--- config.mk ---
export PLATFORM = sky130hd
export DESIGN_NAME = ones_counter
export DESIGN_NICKNAME = d
export VERILOG_FILES = /design/src/rtl/ones_counter_pkg.sv /design/src/rtl/ones_counter_ctrl.sv /design/src/rtl/ones_counter_dp.sv /design/src/rtl/ones_counter.sv
export SDC_FILE = /design/constraint.sdc
export NUM_CORES = 1
export LEC_CHECK = 0
export ABC_CLOCK_PERIOD_IN_PS = 1800
export CORE_ASPECT_RATIO = 0.5
export CORE_MARGIN = 2
export CORE_UTILIZATION = 54
export CTS_BUF_LIST = sky130_fd_sc_hd__clkbuf_4 sky130_fd_sc_hd__clkbuf_8
export DETAILED_ROUTE_END_ITERATION = 10
export HOLD_SLACK_MARGIN = 0.12
export PLACE_DENSITY = 0.81
export RECOVER_POWER = 100
export SYNTH_ARGS = -nofsm -noshare
export SYNTH_HDL_FRONTEND = slang
export SYNTH_SLANG_ARGS = --single-unit
--- constraint.sdc ---
create_clock -name clk -period 1.8 [get_ports clk]
set_input_delay 0.36 -clock clk [delete_from_list [all_inputs] [get_ports clk]]
set_output_delay 0.36 -clock clk [all_outputs]
set_load 0.01 [all_outputs]
--- src/rtl/ones_counter_pkg.sv ---
package ones_counter_pkg;

    typedef enum logic [2:0] {
        ST_IDLE    = 3'd0,
        ST_LOAD    = 3'd1,
        ST_COMPARE = 3'd2,
        ST_TEMP    = 3'd3,
        ST_UPDATE  = 3'd4,
        ST_PUBLISH = 3'd5
    } oc_state_e;

    // Control word from controller to datapath.
    typedef struct packed {
        logic load;     // copy word, clear count, set mask
        logic isolate;  // temp <= data & mask
        logic step;     // count += temp, data >>= 1
        logic publish;  // output register <= count
    } oc_ctl_t;

    function automatic oc_ctl_t decode_ctl(oc_state_e st, logic data_zero);
        oc_ctl_t c;
        c.load    = (st == ST_LOAD);
        c.isolate = (st == ST_TEMP);
        c.step    = (st == ST_UPDATE);
        c.publish = (st == ST_COMPARE) && data_zero;
        return c;
    endfunction

    function automatic oc_state_e next_state(oc_state_e st, logic start, logic data_zero);
        oc_state_e n;
        case (st)
            ST_IDLE:    n = start ? ST_LOAD : ST_IDLE;
            ST_LOAD:    n = ST_COMPARE;
            ST_COMPARE: n = data_zero ? ST_PUBLISH : ST_TEMP;
            ST_TEMP:    n = ST_UPDATE;
            ST_UPDATE:  n = ST_COMPARE;
            ST_PUBLISH: n = ST_IDLE;
            default:    n = ST_IDLE;
        endcase
        return n;
    endfunction

endpackage

--- src/rtl/ones_counter_ctrl.sv ---
module ones_counter_ctrl
    import ones_counter_pkg::*;
(
    input  logic      clk,
    input  logic      rst,
    input  logic      start_i,
    input  logic      data_zero_i,
    output oc_ctl_t   ctl_o,
    output oc_state_e state_o,
    output logic      done_o
);

    oc_state_e state_q;

    always_ff @(posedge clk) begin
        if (rst) state_q <= ST_IDLE;
        else     state_q <= next_state(state_q, start_i, data_zero_i);
    end

    always_comb begin
        ctl_o   = decode_ctl(state_q, data_zero_i);
        done_o  = (state_q == ST_PUBLISH);
        state_o = state_q;
    end

    // the completion flag never lasts two cycles
    a_r6_done_single: assert property (@(posedge clk) disable iff (rst)
        done_o |=> !done_o);

    // a zero working word in compare leads straight to completion
    a_r4_zero_exits: assert property (@(posedge clk) disable iff (rst)
        (state_q == ST_COMPARE && data_zero_i) |=> done_o);

    // outside idle a start request never sends the machine to load
    a_r8_busy_start_dropped: assert property (@(posedge clk) disable iff (rst)
        (state_q != ST_IDLE && start_i) |=> state_q != ST_LOAD);

endmodule

--- src/rtl/ones_counter_dp.sv ---
module ones_counter_dp
    import ones_counter_pkg::*;
#(
    parameter int WIDTH = 16
) (
    input  logic                       clk,
    input  logic                       rst,
    input  oc_ctl_t                    ctl_i,
    input  logic [WIDTH-1:0]           word_i,
    output logic                       data_zero_o,
    output logic [$clog2(WIDTH+1)-1:0] count_o
);

    localparam int CW = $clog2(WIDTH + 1);

    logic [WIDTH-1:0] data_q;
    logic [WIDTH-1:0] mask_q;
    logic [WIDTH-1:0] temp_q;
    logic [CW-1:0]    ocnt_q;
    logic [CW-1:0]    out_q;

    always_ff @(posedge clk) begin
        if (rst) begin
            data_q <= '0;
            mask_q <= '0;
            temp_q <= '0;
            ocnt_q <= '0;
            out_q  <= '0;
        end else begin
            if (ctl_i.load) begin
                data_q <= word_i;
                mask_q <= WIDTH'(1);
                ocnt_q <= '0;
            end
            if (ctl_i.isolate) temp_q <= data_q & mask_q;
            if (ctl_i.step) begin
                ocnt_q <= ocnt_q + CW'(temp_q);
                data_q <= data_q >> 1;
            end
            if (ctl_i.publish) out_q <= ocnt_q;
        end
    end

    assign data_zero_o = (data_q == '0);
    assign count_o     = out_q;

    // loading starts the tally from zero
    a_r2_load_clears: assert property (@(posedge clk) disable iff (rst)
        ctl_i.load |=> ocnt_q == '0);

    // a step adds at most one to the tally and shifts the word once
    a_r3_step_increment: assert property (@(posedge clk) disable iff (rst)
        ctl_i.step |=> (ocnt_q == $past(ocnt_q) || ocnt_q == $past(ocnt_q) + CW'(1)));
    a_r3_step_shift: assert property (@(posedge clk) disable iff (rst)
        ctl_i.step |=> data_q == ($past(data_q) >> 1));

    // the output register changes only on a publish strobe
    a_r7_out_hold: assert property (@(posedge clk) disable iff (rst)
        !ctl_i.publish |=> $stable(out_q));

endmodule

--- src/rtl/ones_counter.sv ---
module ones_counter
    import ones_counter_pkg::*;
#(
    parameter int WIDTH = 16
) (
    input  logic                       clk,
    input  logic                       rst,
    input  logic                       start_i,
    input  logic [WIDTH-1:0]           word_i,
    output logic [$clog2(WIDTH+1)-1:0] count_o,
    output logic                       done_o
);

    localparam int CW = $clog2(WIDTH + 1);

    oc_ctl_t   ctl;
    oc_state_e state;
    logic      data_zero;

    ones_counter_ctrl u_ctrl (
        .clk         (clk),
        .rst         (rst),
        .start_i     (start_i),
        .data_zero_i (data_zero),
        .ctl_o       (ctl),
        .state_o     (state),
        .done_o      (done_o)
    );

    ones_counter_dp #(.WIDTH(WIDTH)) u_dp (
        .clk         (clk),
        .rst         (rst),
        .ctl_i       (ctl),
        .word_i      (word_i),
        .data_zero_o (data_zero),
        .count_o     (count_o)
    );

    // a published count never exceeds the word width
    a_r9_no_overflow: assert property (@(posedge clk) disable iff (rst)
        done_o |-> count_o <= CW'(WIDTH));

    // in the cycle after reset the machine is idle and quiet
    a_r1_reset_idle: assert property (@(posedge clk)
        rst |=> (state == ST_IDLE && !done_o));

endmodule

## Word-level counts from Yosys, hierarchy flattened

Cells that the tools add are included.

- Logic and storage cells: 27
- Flip-flop bits (word level): 35

- Multiplexer cells: 7
- Reductions and logical operators: 6
- Bitwise gates (word level): 1
- Eq/ne operators: 5
- Add/subtract/negate cells: 1

Operators with widths:

| cell | count |
|---|---|
| $mux 15 | 2 |
| $logic_not 16->1 | 1 |
| $pmux 3 s4 | 1 |
| $mux 5 | 2 |
| $eq 3x2->1 const B | 2 |
| $eq 3x3->1 const B | 2 |
| $add 5x5->5 | 1 |
| $and 5x1->5 | 1 |
| $reduce_or 2->1 | 2 |
| $eq 3x1->1 const B | 1 |
| $logic_not 3->1 | 1 |
| $mux 3 | 1 |
| $reduce_bool 2->1 | 1 |
| $logic_and 1x1->1 | 1 |
| $mux 1 | 1 |

## Logic depth before layout (Yosys ltp)

Gate-level depths: netlist (run 1).

- Word-level depth: 3
- Depth in mapped cells: 5
- Depth with buffers taken out: 5

## Hierarchy

Synthesis (run 1) repeated with hierarchy kept, for this count alone.

- Cell total of the unflattened synthesis: 145
- Area, all modules: 1455.1 um^2

Modules (own cells, without submodules):

| module | cells an instance | area an instance (um^2) | instances |
|---|---|---|---|
| ones_counter_dp | 127 | 1271.2 | 1 |
| ones_counter_ctrl | 18 | 183.9 | 1 |

## Worst setup path before layout (run 1)

OpenSTA, ideal clock, no wires.

- Kind: flip-flop to flip-flop
- From: reg u_dp.data_q[6]
- To: reg u_dp.out_q[0] (netlist: u_dp.count_o[0])
- Required time: 1.728 ns
- Data arrival time: 1.248 ns
- Cell stages (with the launch flop): 5
- Setup slack: 0.480 ns
- Buffers on the path: 0
- Cell sequence: dfxtp_1 -> nor4_1 -> nand4_1 -> nor3_4 -> mux2i_1

- Word-level cells in the longest chain between the ends: 2

Ends and longest elaborated chain:

| what | line | text |
|---|---|---|
| start: declaration | ones_counter_dp.sv:16 | `logic [WIDTH-1:0] data_q;` |
| start signal: assignment | ones_counter_dp.sv:31 | `data_q <= word_i;` |
| start signal: assignment | ones_counter_dp.sv:38 | `data_q <= data_q >> 1;` |
| $logic_not 16->1 | ones_counter_dp.sv:44 | `assign data_zero_o = (data_q == '0);` |
| $logic_and 1x1->1 | ones_counter_pkg.sv:25 | `c.publish = (st == ST_COMPARE) && data_zero;` |
| end signal: assignment | ones_counter_dp.sv:40 | `if (ctl_i.publish) out_q <= ocnt_q;` |
| end: declaration | ones_counter_dp.sv:20 | `logic [CW-1:0] out_q;` |

Every way passes these cells.
A chain may end at the register's enable or synchronous reset.

## Final worst setup path (run 1)

- From: reg u_ctrl.state_q[0] (netlist: u_ctrl.state_o[0])
- To: reg u_dp.data_q[6]

- Word-level cells in the longest chain between the ends: 2

Ends and longest elaborated chain:

| what | line | text |
|---|---|---|
| start: declaration | ones_counter_ctrl.sv:13 | `oc_state_e state_q;` |
| start signal: assignment | ones_counter_ctrl.sv:17 | `else state_q <= next_state(state_q, start_i, data_zero_i);` |
| $eq 3x3->1 or $eq 3x1->1 (tied branches) | ones_counter_pkg.sv:24, ones_counter_pkg.sv:22 |  |
| $mux 15 or $reduce_bool 2->1 (tied branches) | n/a |  |

Parallel ways exist; a longest one is shown, timed or not.

==> results of run 1 <==
==> flip-flops by register name, indices dropped and copies added (netlist names) <==
signal and flops:
u_dp.temp_q 1, u_dp.ocnt_q 5, u_dp.mask_q 1, u_ctrl.state_o 3, u_dp.data_q 16, u_dp.count_o 5
==> placed cells by master, fill, tap and decap left out, drive strengths merged, types with 3 or more instances in the layout <==
cell,n
nand2b,11
nand4,4
clkdlybuf4s50,17
mux2i,6
a21oi,21
clkbuf,8
nor2,6
buf,4
dfxtp,31
nand2,15
nor4,5
nor3b,3
dlygate4sd3,6
a22oi,17
==> power breakdown <==
group	total, mW	switching [mW]	internal, mW
logic	0.256	0.138	0.117
clock network	0.500	0.228	0.272
registers	0.765	0.0381	0.727
total	1.52	0.405	1.12
==> area by class of cell <==
type | instances | area [µm²]
Inverter | 2 | 7.51
Timing Repair Buffer | 30 | 279
Fill cell | 224 | 830
Tap cell | 37 | 46.3
Clock buffer | 6 | 76.3
Sequential cell | 31 | 622
Multi-Input combinational cell | 101 | 693
==> tightest hold or removal path: cells and delay by family, from the launching register on <==
| kind | cells | cell delay [ns] |
|---|---|---|
| flip-flops | 1 | 0.30 |
| AND/OR/NAND/NOR | 1 | 0.06 |
| multiplexers | 1 | 0.06 |
==> cells by family after synthesis <==
| logic type | after synthesis | synth area share [%] |
|---|---|---|
| DFF | 31 | 43.2 |
| and+or+nand+nor | 52 | 22.5 |
| buffers and inverters | 11 | 5.23 |
| adders and majority gates | 2 | 1.74 |
| muxes | 6 | 4.18 |
| AOI/OAI and AO/OA | 41 | 23.1 |
==> path summary, 6_finish.rpt <==
| path | startpoint | to | slack, ns | depth (start not counted) |
|---|---|---|---|---|
| setup / recovery | u_ctrl.state_o[0]$_SDFF_PP0_ | u_dp.data_q[6]$_SDFFE_PP0P_ | 0.19 | 5 |
| hold / removal | u_dp.count_o[2]$_SDFFE_PP0P_ | u_dp.count_o[2]$_SDFFE_PP0P_ | 0.47 | 2 |
| setup reg to reg | u_ctrl.state_o[0]$_SDFF_PP0_ | u_dp.data_q[6]$_SDFFE_PP0P_ | 0.19 | 5 |
| hold reg to reg | u_dp.count_o[2]$_SDFFE_PP0P_ | u_dp.count_o[2]$_SDFFE_PP0P_ | 0.47 | 2 |
==> per-layer routing <==
metal / GRT usage (%) / wire length, µm / vias up
li1: - / - / 573
met1: 25.1 / 1360 / 537
met2: 32.5 / 1260 / 28
met3: 8.11 / 122 / 4
met4: 5.91 / 25 / 0
met5: 0 / 0 / -
==> repair_timing <==
| item | CTS | global route |
|---|---|---|
| endpoints found under the setup margin | 1 | 0 |
| endpoints found under the hold margin | 0 | 0 |
| resized for setup | 2 | 0 |
==> impl_metrics.toml, run 1 <==
[yosys]
synth_seq_cells = 31
synth.top_cell.area_share_pct = 43.2
yosysMostFrequentCell = "dfxtp_1"
synth_edf_count = 0
synthCells = 143
synth_top_cell_by_area = "dfxtp_1"
ys.flop_type = "dfxtp_1"
yosys_warnings = 0
synth_area_leaders = "dfxtp_1, a22oi_2, a21oi_2"
ys_seq_area_share_pct = 43.2
mappedNetlistNets = 164
synth_commonest_cells = "dfxtp_1, nand2_1, a21oi_1"
async_flop_share_pct = 0
synth_cell_types = 29
postSynthAreaPerCell_um2 = 10.0
netlist_area_um2 = 1440

[critical_path]
crit_required_ns = 2.00
slowest_delay_ns = 0.50
crit_slowest_cell = "nor3b_2"
end_kind = "flip-flop"
arrival_ns = 1.81
cp_top_family = "simple AND/OR/NAND/NOR gates"
cp-start-kind = "flip-flop"
crit_chain = "clkbuf_2 -> nor3b_2 -> buf_4 -> a22oi_1 -> a21oi_2"
cp_num_buf_inv = 2
worstSetupPathType = "reg -> reg"
crit_path_max_fanout = 13

[final_layout]
stdcell_area_um2 = 1720
utilization_pct = 67.5
final_nets = 192
area_growth_pct = 20.1
stdcell_count = 207
diodes = 0
drive_gt1_share_pct = 16.5

[timing]
period_share_pct = 89.6
worst_pin_slew_ns = 0.759
finalHoldViolCount = 0
relSlewSlack_pct = 49.4
finalClockSkew_ns = 0.00200
tns_ns = 0
fmax_mhz = 620
setup_viol = 0
maxSlewViolCount = 0
grt_setup_unrepaired = "no"
fin_ws_ns = 0.187
timing.hold.ws_ns = 0.469
min_period_ns = 1.61

[drt]
avgViaCountPerCell = 5.52
drt_first_pass_iters = 4
drt-total-wl_um = 2770
drc = 0
wl_per_cell_um = 13.4
drt_iter0_markers = 48
vias = 1142
ant_nets = 0

[placed_design]
dp_cells = 201
dpl_cell_area_um2 = 1710
dp.final_hpwl_um = 1820
portBuffers = 24
routabilityCongestion = 0.795
place_ws_ns = 0.240

[floorplan]
die_y_um = 40.5
die_w_um = 76.9
coreArea_um2 = 2550
dieArea_um2 = 3110
start_util_pct = 56.2
rows = 13
num_io_pins = 25

[pwr]
p_leak_nw = 0.594
vdd_drop_max_uv = 637
total_power_mw = 1.52
power_per_cell_area_nw_per_um2 = 882

[global_route]
grt_pass1_wl_um = 4620
grt_max_degree = 37
grt.total_usage_pct = 19.9
grt_pass1_vias = 1010
antenna_found_initial = 0
overflow = 0

[clock_network]
cts_tree = "done"
htreeDepth = 2
clk_pin_slew_worst_paths_ns = 0.06
clk_latency_ns = 0.28
root_buffer = "clkbuf_8"
cts_inserted_buffers = 5
cts_hold_buffers = 0
post-cts-setup-buffer-count = 0
cts_buffer_depth = 2
cts_sinks = 31

[min_path]
worstHoldPathType = "reg -> reg"

[flow_run]
cap_violations = 0

[status]
outcome = "complete, no violations"
Power figures use the tool's default switching activity.
==> run 2: changes to the inputs <==
--- a/config.mk
+++ b/config.mk
@@ -10,9 +10,10 @@
 export CORE_MARGIN = 2
 export CORE_UTILIZATION = 54
 export CTS_BUF_LIST = sky130_fd_sc_hd__clkbuf_4 sky130_fd_sc_hd__clkbuf_8
+export CTS_CLUSTER_SIZE = 10
 export DETAILED_ROUTE_END_ITERATION = 10
 export HOLD_SLACK_MARGIN = 0.12
-export PLACE_DENSITY = 0.81
+export PLACE_DENSITY_LB_ADDON = 0.3
 export RECOVER_POWER = 100
 export SYNTH_ARGS = -nofsm -noshare
 export SYNTH_HDL_FRONTEND = slang
==> run 2 against run 1 <==
Sequential share of layout area fell by 0.74 points. Maximum frequency down 0.58%. Clock skew grew 0.0046 ns. Setup slack worse by 0.0094 ns. Worst hold slack better by 0.0032 ns. Global-route usage is 0.31 points higher. Critical path depth is the same.
==> impl_metrics.toml, run 2 (same netlist as run 1, synthesis figures left out) <==
[global_route]
use_met3_pct = 6.76
antenna_found_initial = 0
grt_util_met2_pct = 34.0
grt.total_usage_pct = 20.3
overflow = 0
grt_pass1_vias = 1060
grt_busiest_layer = "met2"
use_met1_pct = 23.6
grt_max_degree = 37
grt_pass1_wl_um = 4640

[timing]
finalHoldViolCount = 0
timing.hold.ws_ns = 0.473
grt_setup_unrepaired = "no"
setup_viol = 0
finalClockSkew_ns = 0.00659
tns_ns = 0
worst_pin_slew_ns = 0.750
fmax_mhz = 616
maxSlewViolCount = 0
period_share_pct = 90.2
fin_ws_ns = 0.177
relSlewSlack_pct = 50.0
min_period_ns = 1.62

[final_layout]
stdcell_count = 209
layout_commonest_cell = "dfxtp_1"
final_nets = 192
stdcell_area_um2 = 1760
area_growth_pct = 22.7
utilization_pct = 68.9
final_cell_mix = "dfxtp_1, clkdlybuf4s50_1, nand2_1, a21oi_1, nand2b_1"
drive_gt1_share_pct = 20.3
diodes = 0
largest_reg_flops = 16
largest-register = "u_dp.data_q"
largestRegisters = "u_dp.data_q x16, u_dp.count_o x5, u_dp.ocnt_q x5"
fill_cells = 235

[clock_network]
cts_buffer_depth = 2
cts_sinks = 31
cts_hold_buffers = 0
post-cts-setup-buffer-count = 0
clk_latency_ns = 0.29
cts_tree = "done"
clk_pin_slew_worst_paths_ns = 0.06
cts_resized = 2
cts_inserted_buffers = 5
htreeDepth = 2
root_buffer = "clkbuf_8"

[drt]
avgViaCountPerCell = 5.56
drt-total-wl_um = 2840
drt_iter0_markers = 41
ant_nets = 0
wl_per_cell_um = 13.6
vias = 1161
drc = 0
drt_first_pass_iters = 4

[floorplan]
dieArea_um2 = 3110
die_y_um = 40.5
start_util_pct = 56.2
rows = 13
coreArea_um2 = 2550
die_w_um = 76.9
num_io_pins = 25

[min_path]
worstHoldPathType = "reg -> reg"

[pwr]
total_power_mw = 1.55
p_leak_nw = 0.601
p_switching_mw = 0.441
vdd_drop_max_uv = 539
p_int_mw = 1.11
seqPwrFrac_pct = 49.5
power_per_cell_area_nw_per_um2 = 880
p_sw_share_pct = 28.5
pwr-share-clk_pct = 33.7
p_comb_share_pct = 16.9

[placed_design]
routabilityCongestion = 0.803
dp_cells = 201
portBuffers = 24
place_ws_ns = 0.190
dp.final_hpwl_um = 1950
dpl_cell_area_um2 = 1710

[critical_path]
end_kind = "flip-flop"
worstSetupPathType = "reg -> reg"
cp-start-kind = "flip-flop"
crit_chain = "clkbuf_2 -> nor3b_4 -> clkbuf_2 -> a22oi_2 -> a21oi_1"
cp_num_buf_inv = 2
arrival_ns = 1.82
cp_top_family = "buffers and inverters"
crit_path_max_fanout = 7
crit_slowest_cell = "nor3b_4"
crit_path_frequent_cell = "clkbuf_2"
slowest_delay_ns = 0.47
crit_required_ns = 2.00

[status]
outcome = "complete, no violations"

[flow_run]
cap_violations = 0
## run 2: cell types whose count changed in the layout (fill, tap and decap cells not counted), sizes merged
cell,delta
clkinv,+3
clkbuf,+1
buf,-2
## run 2: final cells by class
cell class / count / area [µm²] / area share, %
Multi-Input combinational cell: 101 / 727 / 41.3
Sequential cell: 31 / 622 / 35.3
Timing Repair Buffer: 30 / 274 / 15.6
Clock buffer: 5 / 68.8 / 3.91
Tap cell: 37 / 46.3 / 2.63
Clock inverter: 3 / 15.0 / 0.853
Inverter: 2 / 7.51 / 0.426
## run 2: path summary, 6_finish.rpt
kind,cells past startpoint,slack [ns],startpoint,end
min reg2reg,2,0.47,u_dp.count_o[0]$_SDFFE_PP0P_,u_dp.count_o[0]$_SDFFE_PP0P_
min,2,0.47,u_dp.count_o[0]$_SDFFE_PP0P_,u_dp.count_o[0]$_SDFFE_PP0P_
max,5,0.18,u_ctrl.state_o[0]$_SDFF_PP0_,u_dp.data_q[7]$_SDFFE_PP0P_
max reg2reg,5,0.18,u_ctrl.state_o[0]$_SDFF_PP0_,u_dp.data_q[7]$_SDFFE_PP0P_
## run 2: tightest hold or removal path, cell delays in order (launching register included)
cell	delay [ns]
dfxtp_1	0.31
nand2b_1	0.06
mux2i_1	0.06
## run 2: power groups by stage
stage / Clock [mW] / Sequential, mW / Combinational (mW)
detailed placement: 0 / 0.779 / 0.274
global placement: 0 / 0.779 / 0.270
floorplan: 0 / 0.775 / 0.197
global route: 0.564 / 0.771 / 0.285
CTS: 0.533 / 0.765 / 0.276
finish: 0.522 / 0.766 / 0.261
## run 2: metal layers
metal | share of wire, % | routed length, µm
met1 | 47 | 1340
met2 | 46 | 1310
met4 | 1.2 | 35
met5 | 0 | 0
met3 | 5.5 | 155
